$ cat src/rtl/ctt_pkg.sv
`timescale 1ns/1ps
package ctt_pkg;
  localparam int unsigned VEC_W    = 8;
  localparam int unsigned CODE_W   = 3;
  localparam int unsigned PRE_W    = 7;

  localparam logic [11:0] OFS_SPUR = 12'h0F0;
  localparam logic [11:0] OFS_LVT  = 12'h320;
  localparam logic [11:0] OFS_INIT = 12'h380;
  localparam logic [11:0] OFS_CUR  = 12'h390;
  localparam logic [11:0] OFS_DIV  = 12'h3E0;

  localparam int unsigned ENT_MASK_BIT = 16;
  localparam int unsigned ENT_PER_BIT  = 17;
  localparam int unsigned SPUR_EN_BIT  = 8;

  typedef struct packed {
    logic             periodic;
    logic             masked;
    logic [VEC_W-1:0] vec;
  } tmr_entry_t;

  // shift amount of the divide ratio for a compressed 3-bit code
  function automatic logic [CODE_W-1:0] ratio_shift(input logic [CODE_W-1:0] code);
    return (code == 3'd7) ? 3'd0 : code + 3'd1;
  endfunction
endpackage

$ cat src/rtl/ctt_regs.sv
`timescale 1ns/1ps
module ctt_regs
  import ctt_pkg::*;
#(
  parameter int unsigned ADDR_W = 12,
  parameter int unsigned DATA_W = 32
) (
  input  logic              clk,
  input  logic              rst_n,
  input  logic              wr_en,
  input  logic              rd_en,
  input  logic [ADDR_W-1:0] addr,
  input  logic [DATA_W-1:0] wdata,
  input  logic [DATA_W-1:0] cur_cnt,
  output logic [DATA_W-1:0] rdata,
  output tmr_entry_t        entry,
  output logic              sw_en,
  output logic [DATA_W-1:0] init_cnt,
  output logic [CODE_W-1:0] div_code,
  output logic              load,
  output logic              div_wr
);
  logic hit_spur, hit_ent, hit_init, hit_div;

  tmr_entry_t        entry_q, entry_d;
  logic [VEC_W-1:0]  spur_q, spur_d;
  logic              en_q, en_d;
  logic [DATA_W-1:0] init_q, init_d;
  logic [CODE_W-1:0] div_q, div_d;

  always_comb begin
    hit_spur = wr_en && (addr == ADDR_W'(OFS_SPUR));
    hit_ent  = wr_en && (addr == ADDR_W'(OFS_LVT));
    hit_init = wr_en && (addr == ADDR_W'(OFS_INIT));
    hit_div  = wr_en && (addr == ADDR_W'(OFS_DIV));
  end

  always_comb begin
    entry_d = entry_q;
    spur_d  = spur_q;
    en_d    = en_q;
    init_d  = init_q;
    div_d   = div_q;
    if (hit_ent) begin
      entry_d.vec      = wdata[VEC_W-1:0];
      entry_d.masked   = wdata[ENT_MASK_BIT];
      entry_d.periodic = wdata[ENT_PER_BIT];
    end
    if (hit_spur) begin
      spur_d = wdata[VEC_W-1:0];
      en_d   = wdata[SPUR_EN_BIT];
    end
    if (hit_init) init_d = wdata;
    if (hit_div)  div_d  = {wdata[3], wdata[1:0]};
  end

  always_ff @(posedge clk or negedge rst_n) begin
    if (!rst_n) begin
      entry_q <= '{periodic: 1'b0, masked: 1'b1, vec: '0};
      spur_q  <= '1;
      en_q    <= 1'b0;
      init_q  <= '0;
      div_q   <= '0;
    end else begin
      entry_q <= entry_d;
      spur_q  <= spur_d;
      en_q    <= en_d;
      init_q  <= init_d;
      div_q   <= div_d;
    end
  end

  always_comb begin
    rdata = '0;
    if (rd_en) begin
      case (addr)
        ADDR_W'(OFS_LVT):  rdata = DATA_W'({entry_q.periodic, entry_q.masked, 8'h00, entry_q.vec});
        ADDR_W'(OFS_SPUR): rdata = DATA_W'({en_q, spur_q});
        ADDR_W'(OFS_INIT): rdata = init_q;
        ADDR_W'(OFS_CUR):  rdata = cur_cnt;
        ADDR_W'(OFS_DIV):  rdata = DATA_W'({div_q[2], 1'b0, div_q[1:0]});
        default:           rdata = '0;
      endcase
    end
  end

  assign entry    = entry_q;
  assign sw_en    = en_q;
  assign init_cnt = init_q;
  assign div_code = div_q;
  assign load     = hit_init;
  assign div_wr   = hit_div;
endmodule

$ cat src/rtl/ctt_prescale.sv
`timescale 1ns/1ps
module ctt_prescale
  import ctt_pkg::*;
(
  input  logic              clk,
  input  logic              rst_n,
  input  logic              run,
  input  logic              restart,
  input  logic [CODE_W-1:0] code,
  output logic              tick
);
  logic [PRE_W-1:0] phase_q, phase_d;
  logic [PRE_W-1:0] limit;
  logic             at_end;

  always_comb begin
    limit  = (PRE_W'(1) << ratio_shift(code)) - PRE_W'(1);
    at_end = (phase_q == limit);
    tick   = run && !restart && at_end;
    if (restart || at_end) phase_d = '0;
    else                   phase_d = phase_q + PRE_W'(1);
  end

  always_ff @(posedge clk or negedge rst_n) begin
    if (!rst_n) phase_q <= '0;
    else        phase_q <= phase_d;
  end
endmodule

$ cat src/rtl/ctt_count.sv
`timescale 1ns/1ps
module ctt_count #(
  parameter int unsigned CNT_W = 32
) (
  input  logic             clk,
  input  logic             rst_n,
  input  logic             load,
  input  logic [CNT_W-1:0] load_val,
  input  logic [CNT_W-1:0] reload_val,
  input  logic             periodic,
  input  logic             tick,
  output logic [CNT_W-1:0] cur_cnt,
  output logic             running,
  output logic             expire
);
  logic [CNT_W-1:0] cnt_q, cnt_d;
  logic             run_q, run_d;

  always_comb begin
    cnt_d  = cnt_q;
    run_d  = run_q;
    expire = 1'b0;
    if (load) begin
      cnt_d = load_val;
      run_d = |load_val;
    end else if (run_q && tick) begin
      if (cnt_q == CNT_W'(1)) begin
        expire = 1'b1;
        if (periodic) begin
          cnt_d = reload_val;
        end else begin
          cnt_d = '0;
          run_d = 1'b0;
        end
      end else begin
        cnt_d = cnt_q - CNT_W'(1);
      end
    end
  end

  always_ff @(posedge clk or negedge rst_n) begin
    if (!rst_n) begin
      cnt_q <= '0;
      run_q <= 1'b0;
    end else begin
      cnt_q <= cnt_d;
      run_q <= run_d;
    end
  end

  assign cur_cnt = cnt_q;
  assign running = run_q;
endmodule

$ cat src/rtl/ctt_irq.sv
`timescale 1ns/1ps
module ctt_irq
  import ctt_pkg::*;
(
  input  logic             clk,
  input  logic             rst_n,
  input  logic             expire,
  input  logic             masked,
  input  logic             sw_en,
  input  logic [VEC_W-1:0] vec_in,
  input  logic             ack,
  output logic             deliver,
  output logic             req,
  output logic [VEC_W-1:0] vec
);
  logic             req_q, req_d;
  logic [VEC_W-1:0] vec_q, vec_d;

  always_comb begin
    deliver = expire && !masked && sw_en;
    req_d   = req_q;
    vec_d   = vec_q;
    if (deliver) begin
      req_d = 1'b1;
      vec_d = vec_in;
    end else if (ack) begin
      req_d = 1'b0;
    end
  end

  always_ff @(posedge clk or negedge rst_n) begin
    if (!rst_n) begin
      req_q <= 1'b0;
      vec_q <= '0;
    end else begin
      req_q <= req_d;
      vec_q <= vec_d;
    end
  end

  assign req = req_q;
  assign vec = vec_q;
endmodule

$ cat src/rtl/core_tick_timer.sv
`timescale 1ns/1ps
module core_tick_timer
  import ctt_pkg::*;
#(
  parameter int unsigned ADDR_W = 12,
  parameter int unsigned DATA_W = 32
) (
  input  logic              clk,
  input  logic              rst_ni,
  input  logic              wr_en,
  input  logic              rd_en,
  input  logic [ADDR_W-1:0] addr,
  input  logic [DATA_W-1:0] wdata,
  output logic [DATA_W-1:0] rdata,
  output logic              irq_req,
  output logic [VEC_W-1:0]  irq_vec,
  input  logic              irq_ack
);
  logic [1:0]        rst_sync;
  logic              rst_n;
  tmr_entry_t        entry;
  logic              sw_en;
  logic [DATA_W-1:0] init_cnt;
  logic [DATA_W-1:0] cur_cnt;
  logic [CODE_W-1:0] div_code;
  logic              load, div_wr, tick, running, expire, deliver;

  // asynchronous assertion, synchronous release
  always_ff @(posedge clk or negedge rst_ni) begin
    if (!rst_ni) rst_sync <= 2'b00;
    else         rst_sync <= {rst_sync[0], 1'b1};
  end
  assign rst_n = rst_sync[1];

  ctt_regs #(.ADDR_W(ADDR_W), .DATA_W(DATA_W)) u_regs (
    .clk(clk), .rst_n(rst_n), .wr_en(wr_en), .rd_en(rd_en), .addr(addr),
    .wdata(wdata), .cur_cnt(cur_cnt), .rdata(rdata), .entry(entry),
    .sw_en(sw_en), .init_cnt(init_cnt), .div_code(div_code),
    .load(load), .div_wr(div_wr)
  );

  ctt_prescale u_pre (
    .clk(clk), .rst_n(rst_n), .run(running), .restart(load || div_wr),
    .code(div_code), .tick(tick)
  );

  ctt_count #(.CNT_W(DATA_W)) u_cnt (
    .clk(clk), .rst_n(rst_n), .load(load), .load_val(wdata),
    .reload_val(init_cnt), .periodic(entry.periodic), .tick(tick),
    .cur_cnt(cur_cnt), .running(running), .expire(expire)
  );

  ctt_irq u_irq (
    .clk(clk), .rst_n(rst_n), .expire(expire), .masked(entry.masked),
    .sw_en(sw_en), .vec_in(entry.vec), .ack(irq_ack), .deliver(deliver),
    .req(irq_req), .vec(irq_vec)
  );
endmodule

$ cat config.mk
export PLATFORM = sky130hd
export DESIGN_NAME = core_tick_timer
export DESIGN_NICKNAME = d
export VERILOG_FILES = /design/src/rtl/ctt_pkg.sv /design/src/rtl/ctt_regs.sv /design/src/rtl/ctt_prescale.sv /design/src/rtl/ctt_count.sv /design/src/rtl/ctt_irq.sv /design/src/rtl/core_tick_timer.sv
export SDC_FILE = /design/constraint.sdc
export NUM_CORES = 1
export LEC_CHECK = 0
export BUFFER_PORTS_ARGS = -buffer_cell sky130_fd_sc_hd__buf_2
export CAP_MARGIN = 10
export CORE_MARGIN = 2
export CORE_UTILIZATION = 30
export CTS_BUF_LIST = sky130_fd_sc_hd__clkbuf_8
export CTS_CLUSTER_DIAMETER = 60
export CTS_CLUSTER_SIZE = 20
export DETAILED_ROUTE_END_ITERATION = 7
export PLACE_DENSITY_LB_ADDON = 0.2
export SYNTH_ARGS = -nofsm -noshare
export SYNTH_HDL_FRONTEND = slang
export SYNTH_HIERARCHICAL = 1
export SYNTH_SLANG_ARGS = --single-unit
$ cat constraint.sdc
create_clock -name clk -period 4.45 [get_ports clk]
set_clock_uncertainty 0.15 [all_clocks]
set_input_delay 0.6675 -clock clk [delete_from_list [all_inputs] [get_ports clk]]
set_output_delay 0.6675 -clock clk [all_outputs]
set_load 0.02 [all_outputs]
==> Yosys cells after proc, flatten, opt, wreduce, memory -nomap -nowiden <==
Cells that the tools add are included.
{ "word_totals": {"register_bits": 105, "in_bits": 49, "output_inout_bits": 41, "wordCells": 62} }
{ "op_classes": {"add_sub_neg": 4, "eq_ne": 9, "shift": 1, "mux": 17, "n_reduce_logical": 18} }
{ "op_table": {"columns": ["op", "n"], "rows": [
  ["2-to-1 mux 32 bit", 5],
  ["case mux 32 bit (5 select lines)", 1],
  ["equality test 12 x 10 -> 1 bit, second input constant", 4],
  ["equality test 32 x 1 -> 1 bit, second input constant", 1],
  ["OR reduction 32 bit", 1],
  ["subtractor 32 x 1 -> 32 bit, second input constant", 1],
  ["equality test 12 x 8 -> 1 bit, second input constant", 1],
  ["logical AND 1 bit", 9],
  ["2-to-1 mux 1 bit", 9],
  ["adder 7 x 1 -> 7 bit, second input constant", 1],
  ["equality test 7 bit", 1],
  ["2-to-1 mux 7 bit", 1],
  ["left shift 1 x 3 -> 7 bit, first input constant", 1],
  ["subtractor 7 x 2 -> 7 bit, second input constant", 1],
  ["nonzero test 2 bit", 3],
  ["adder 3 x 1 -> 3 bit, second input constant", 1],
  ["equality test 3 bit, second input constant", 1],
  ["2-to-1 mux 3 bit", 1],
  ["AND reduction 3 bit", 1],
  ["zero test 1 bit", 2],
  ["logical OR 1 bit", 2],
  ["!= test 2 bit, second input constant", 1]
]} }

==> Logic depth before layout (Yosys ltp) <==
{ "logic_depth": {"ltp_word": 12, "ltp_mapped": 17} }

==> Hierarchy <==
Netlist, hierarchy kept.
{ "modules_own_cells": {"columns": ["mod", "instances", "cells_each", "area_each_um2"], "rows": [
  ["ctt_regs", 1, 230, 2852.7],
  ["ctt_count", 1, 356, 2650.0],
  ["ctt_prescale", 1, 61, 618.1],
  ["ctt_irq", 1, 22, 389.1],
  ["core_tick_timer", 1, 4, 60.1]
]} }

==> Least setup slack after synthesis <==
No wires, ideal clock.
{ "synth_path": {"path_kind": "register to register", "startpoint": "reg u_regs.div_q[0] (netlist: u_regs/div_code[0])", "endpoint": "reg u_irq.vec_q[0] (netlist: u_irq/vec[0])", "arrival_time_ns": 4.099, "required_time_ns": 4.175, "slack_ns": 0.076, "stages_incl_launch_ff": 18, "n_path_buf": 2, "period_less_slack_ns": 4.374, "path_cell_list": "dfrtp_1 -> nand2_1 -> inv_1 -> ha_1 -> or3b_1 -> ha_1 -> nor2b_2 -> mux2_4 -> a221o_2 -> a211oi_4 -> and4b_1 -> and2_1 -> nand2b_1 -> clkbuf_1 -> nor2_1 -> nand3b_4 -> buf_6 -> mux2_4"} }
{ "synth_via": {"elab_chain_len": 11} }
{ "synth_lines": {"columns": ["element", "line", "rtl"], "rows": [
  ["from (decl)", "ctt_regs.sv:29", "logic [CODE_W-1:0] div_q, div_d;"],
  ["from (signal assigned)", "ctt_regs.sv:69", "div_q <= div_d;"],
  ["adder 3 x 1 -> 3 bit or equality test 3 bit (tied branches)", "ctt_pkg.sv:25", "return (code == 3'd7) ? 3'd0 : code + 3'd1;"],
  ["2-to-1 mux 3 bit (*)", "ctt_pkg.sv:25", null],
  ["left shift 1 x 3 -> 7 bit (*)", "ctt_prescale.sv:17", "limit = (PRE_W'(1) << ratio_shift(code)) - PRE_W'(1);"],
  ["subtractor 7 x 2 -> 7 bit (*)", "ctt_prescale.sv:17", null],
  ["equality test 7 bit (*)", "ctt_prescale.sv:18", "at_end = (phase_q == limit);"],
  ["logical AND 1 bit (*)", "ctt_prescale.sv:19", "tick = run && !restart && at_end;"],
  ["via tick", "core_tick_timer.sv:26", "logic load, div_wr, tick, running, expire, deliver;"],
  ["logical AND 1 bit (*)", "ctt_count.sv:26", "end else if (run_q && tick) begin"],
  ["2-to-1 mux 1 bit (*)", "ctt_count.sv:26", null],
  ["2-to-1 mux 1 bit (*)", "ctt_count.sv:23", "if (load) begin"],
  ["via expire", "core_tick_timer.sv:26", null],
  ["logical AND 1 bit (*) (2 in a row)", "ctt_irq.sv:20", "deliver = expire && !masked && sw_en;"],
  ["to (signal assigned)", "ctt_irq.sv:37", "vec_q <= vec_d;"],
  ["to (decl)", "ctt_irq.sv:17", "logic [VEC_W-1:0] vec_q, vec_d;"]
]} }
The timed path passes the listed nets; every way through them passes the cells marked *.
A chain may end at the register's enable or synchronous reset.

==> Worst setup path after layout <==
{ "layout_path": {"startpoint": "reg u_regs.div_q[1] (netlist: u_regs/div_code[1])", "endpoint": "reg u_irq.vec_q[1] (netlist: u_irq/vec[1])"} }
Same word-level chain as after synthesis.

==> summary.md <==
The flow ran to the end, and the final reports show no timing, DRC or antenna violations. Instance area at placement: 7350 um^2. Setup repair after global routing left no endpoint under its margin. The worst setup path is launched from a flip-flop.

Compared with the post-synthesis result, the final layout area differs by 15.5%. The standard-cell row count is 54. The number of antenna diodes in the final layout is 0. The run gives 0 as the initial antenna violation count.

The clock transition at the registers of the reported paths came out at 0.11 ns. The net count reported at finish came out at 811. Overall power consumption after layout is estimated at 2.29 mW. STA puts the critical path data arrival time at 4.21 ns.

The number of hold-slack violations in the final timing report came out at 0. After the first detailed-routing iteration, the DRC count stood at 432. The logs give 32.9 mm for the global-route wire length before repair and 13.7 mm for the total half-perimeter wirelength after legalization and detailed placement. Number of fillers in the final layout: 2275. TritonCTS built the clock tree.

The worst register-to-register path has a depth of 15. The total global routing overflow was 0; the highest clock rate was 246 MHz. The number of gates resized after CTS was 0.

The run gives 0.304 as the initial cell density of the core. The root buffer cell chosen for the clock tree is clkbuf_8. The run gives 0 ns as the total negative slack for setup checks.

Max-cap violations in this run came to 0. For the number of nets produced by synthesis, the log shows 728. Dividing total power by cell area gives a power density of 302 nW/um^2. The slowest library cell on the worst path is a221o_2. The worst flop-to-flop path startpoint was u_regs/div_code[1]. The number of max-slew violations in the final report is 0. In this run the register-to-register setup slack is 0.38 ns. With fillers left out, the area of the finished cells amounts to 7580 um^2. The signal on the critical path passes through nand2_1 -> inv_1 -> ha_1 -> or3b_1 -> ha_1 -> nor2b_2 -> mux2_4 -> a221o_2 -> a211oi_4 -> and4b_1 -> and2_1 -> nand2b_1 -> nor2_1 -> nand3b_4 -> mux2_4. Leaving out fill and tap cells, the most frequent cell in the layout is dfrtp_1. The tools report the summed instance area of the synthesized netlist as 6570 um^2. For the setup-violating endpoint count in the final report, the log shows 0. In this run the horizontal extent of the chip is 152 um. For the number of H-tree branching levels, the log shows 3. Entering global routing, the biggest net connects 69 pins. For this design the static power due to leakage is 3.65 nW. Along the worst path, the maximum fanout reaches 9.

The final route contains 5551 vias. Share of the clock period used by the worst path after layout: 0.914. The tools report the nature of the critical path endpoint as a flip-flop.

Number of global-route vias before repair: 5558. Shortest period the worst path allows: 4.07 ns. During I/O placement, the number of pins put on the boundary was 90.

The area of the die was 23100 um^2. The congestion estimate from routability-driven global placement came to 0.792. Wires add up to 20.0 mm. The required time at the worst-slack endpoint was 4.59 ns; the post-detailed-route wirelength per cell was 19.2 um. The number of clock buffers added by TritonCTS is 9. The cell count after synthesis came out at 672. For this run, the detailed router's first-pass iteration total came to 5. Warning count from the yosys run: 6.

Buffers inserted to repair hold after CTS numbered 2. The ratio of cells with drive above 1 in the final layout is 0.266. The library cells used most frequently in the layout, excluding fill and tap cells, are 95 x dfrtp_1, 91 x nor2_1, 89 x buf_2.

The run gives 2 as the maximum buffer depth of the clock tree. The peak per-stage delay on the critical path is 0.41 ns, and the final hold slack is 0.150 ns. Path type of the worst setup path: flip-flop to flip-flop. Count of nets left with antenna violations after detail routing: 0. Port buffering added 89 buffers.

After synthesis, the mean cell area works out to 9.77 um^2. The mean number of vias per cell was 5.34; the source-to-sink clock delay at the later pin of the worst-skew pair was 0.40 ns. The floorplan step set the die height to 152 um.

The post-CTS repair timing setup buffer count is 0. The core region is 21600 um^2. The run gives 0.386 as the normalized max-slew margin. For this run, design rule violations remaining after detail routing come to 0.

Type of the most critical hold path: flip-flop to async pin. The endpoint identified for the worst register-to-register timing path is u_irq/vec[1]. The pin slew with the least headroom to its limit was 0.914 ns; the global routing usage summed across all routing layers was 0.177. The clock drives 105 sinks. The worst-case IR drop observed on VDD is 0.143 mV.
## worst max-delay path, delay by kind of cell, from the launching register on
kind	cells	cell delay [ns]
muxes	2	0.65
and+or+nand+nor	8	1.55
AOI/OAI and AO/OA	2	0.66
buffers and inverters	1	0.06
adders and majority gates	2	0.49
DFF	1	0.39
## power breakdown
group          internal [mW]  leakage (nW)  switching [mW]
registers              0.972          1.43          0.0267
clock network          0.272        0.0974           0.381
logic                  0.240          2.13           0.399
## how the worst max path moves through the flow
stage / startpoint / end / slack (ns)
final: u_regs/div_code[1] / u_irq/vec[1] / 0.38
after global routing: u_regs/div_code[1] / u_irq/vec[1] / 0.17
after CTS: u_regs/div_code[1] / u_irq/vec[1] / 0.37
after detailed placement: u_regs/div_code[1] / u_irq/vec[6] / 0.40
after global placement: u_regs/div_code[1] / u_irq/vec[5] / 0.45
after floorplan: u_regs/div_code[0] / u_irq/vec[0] / 0.08
## stage by stage
step,instances,setup WS [ns],util
floorplan,672,0.0778,-
global placement,1022,0.452,0.340
detailed placement,1022,0.396,0.340
CTS,1040,0.374,0.351
global route,1040,0.169,0.351
finish,1040,0.384,0.351
## routing by layer
metal	global-route usage	vias up	routed length, um	share of wire
li1	-	2667	-	-
met1	0.255	2755	9710	0.49
met2	0.282	112	9410	0.47
met3	0.0180	17	561	0.028
met4	0.0516	0	290	0.015
met5	0	-	0	0
## state kept, by name, indices dropped and copies added, names as in the netlist
name	cells
rst_sync	2
u_cnt/cur_cnt	32
u_cnt/running	1
u_irq/req	1
u_irq/vec	8
u_pre/phase_q	7
u_regs/div_code	3
u_regs/entry	10
u_regs/init_cnt	32
u_regs/spur_q	8
u_regs/sw_en	1
## cell type report
class / instances / area, um^2 / area share
flip-flops and latches: 105 / 2640 / 0.348
repair buffers: 115 / 646 / 0.0851
clock inverters: 7 / 86.3 / 0.0114
inverters: 11 / 41.3 / 0.00544
clock buffers: 9 / 124 / 0.0163
well taps: 280 / 350 / 0.0462
multi-input cells: 513 / 3690 / 0.487
No activity file was read; power rests on OpenSTA's default activity.
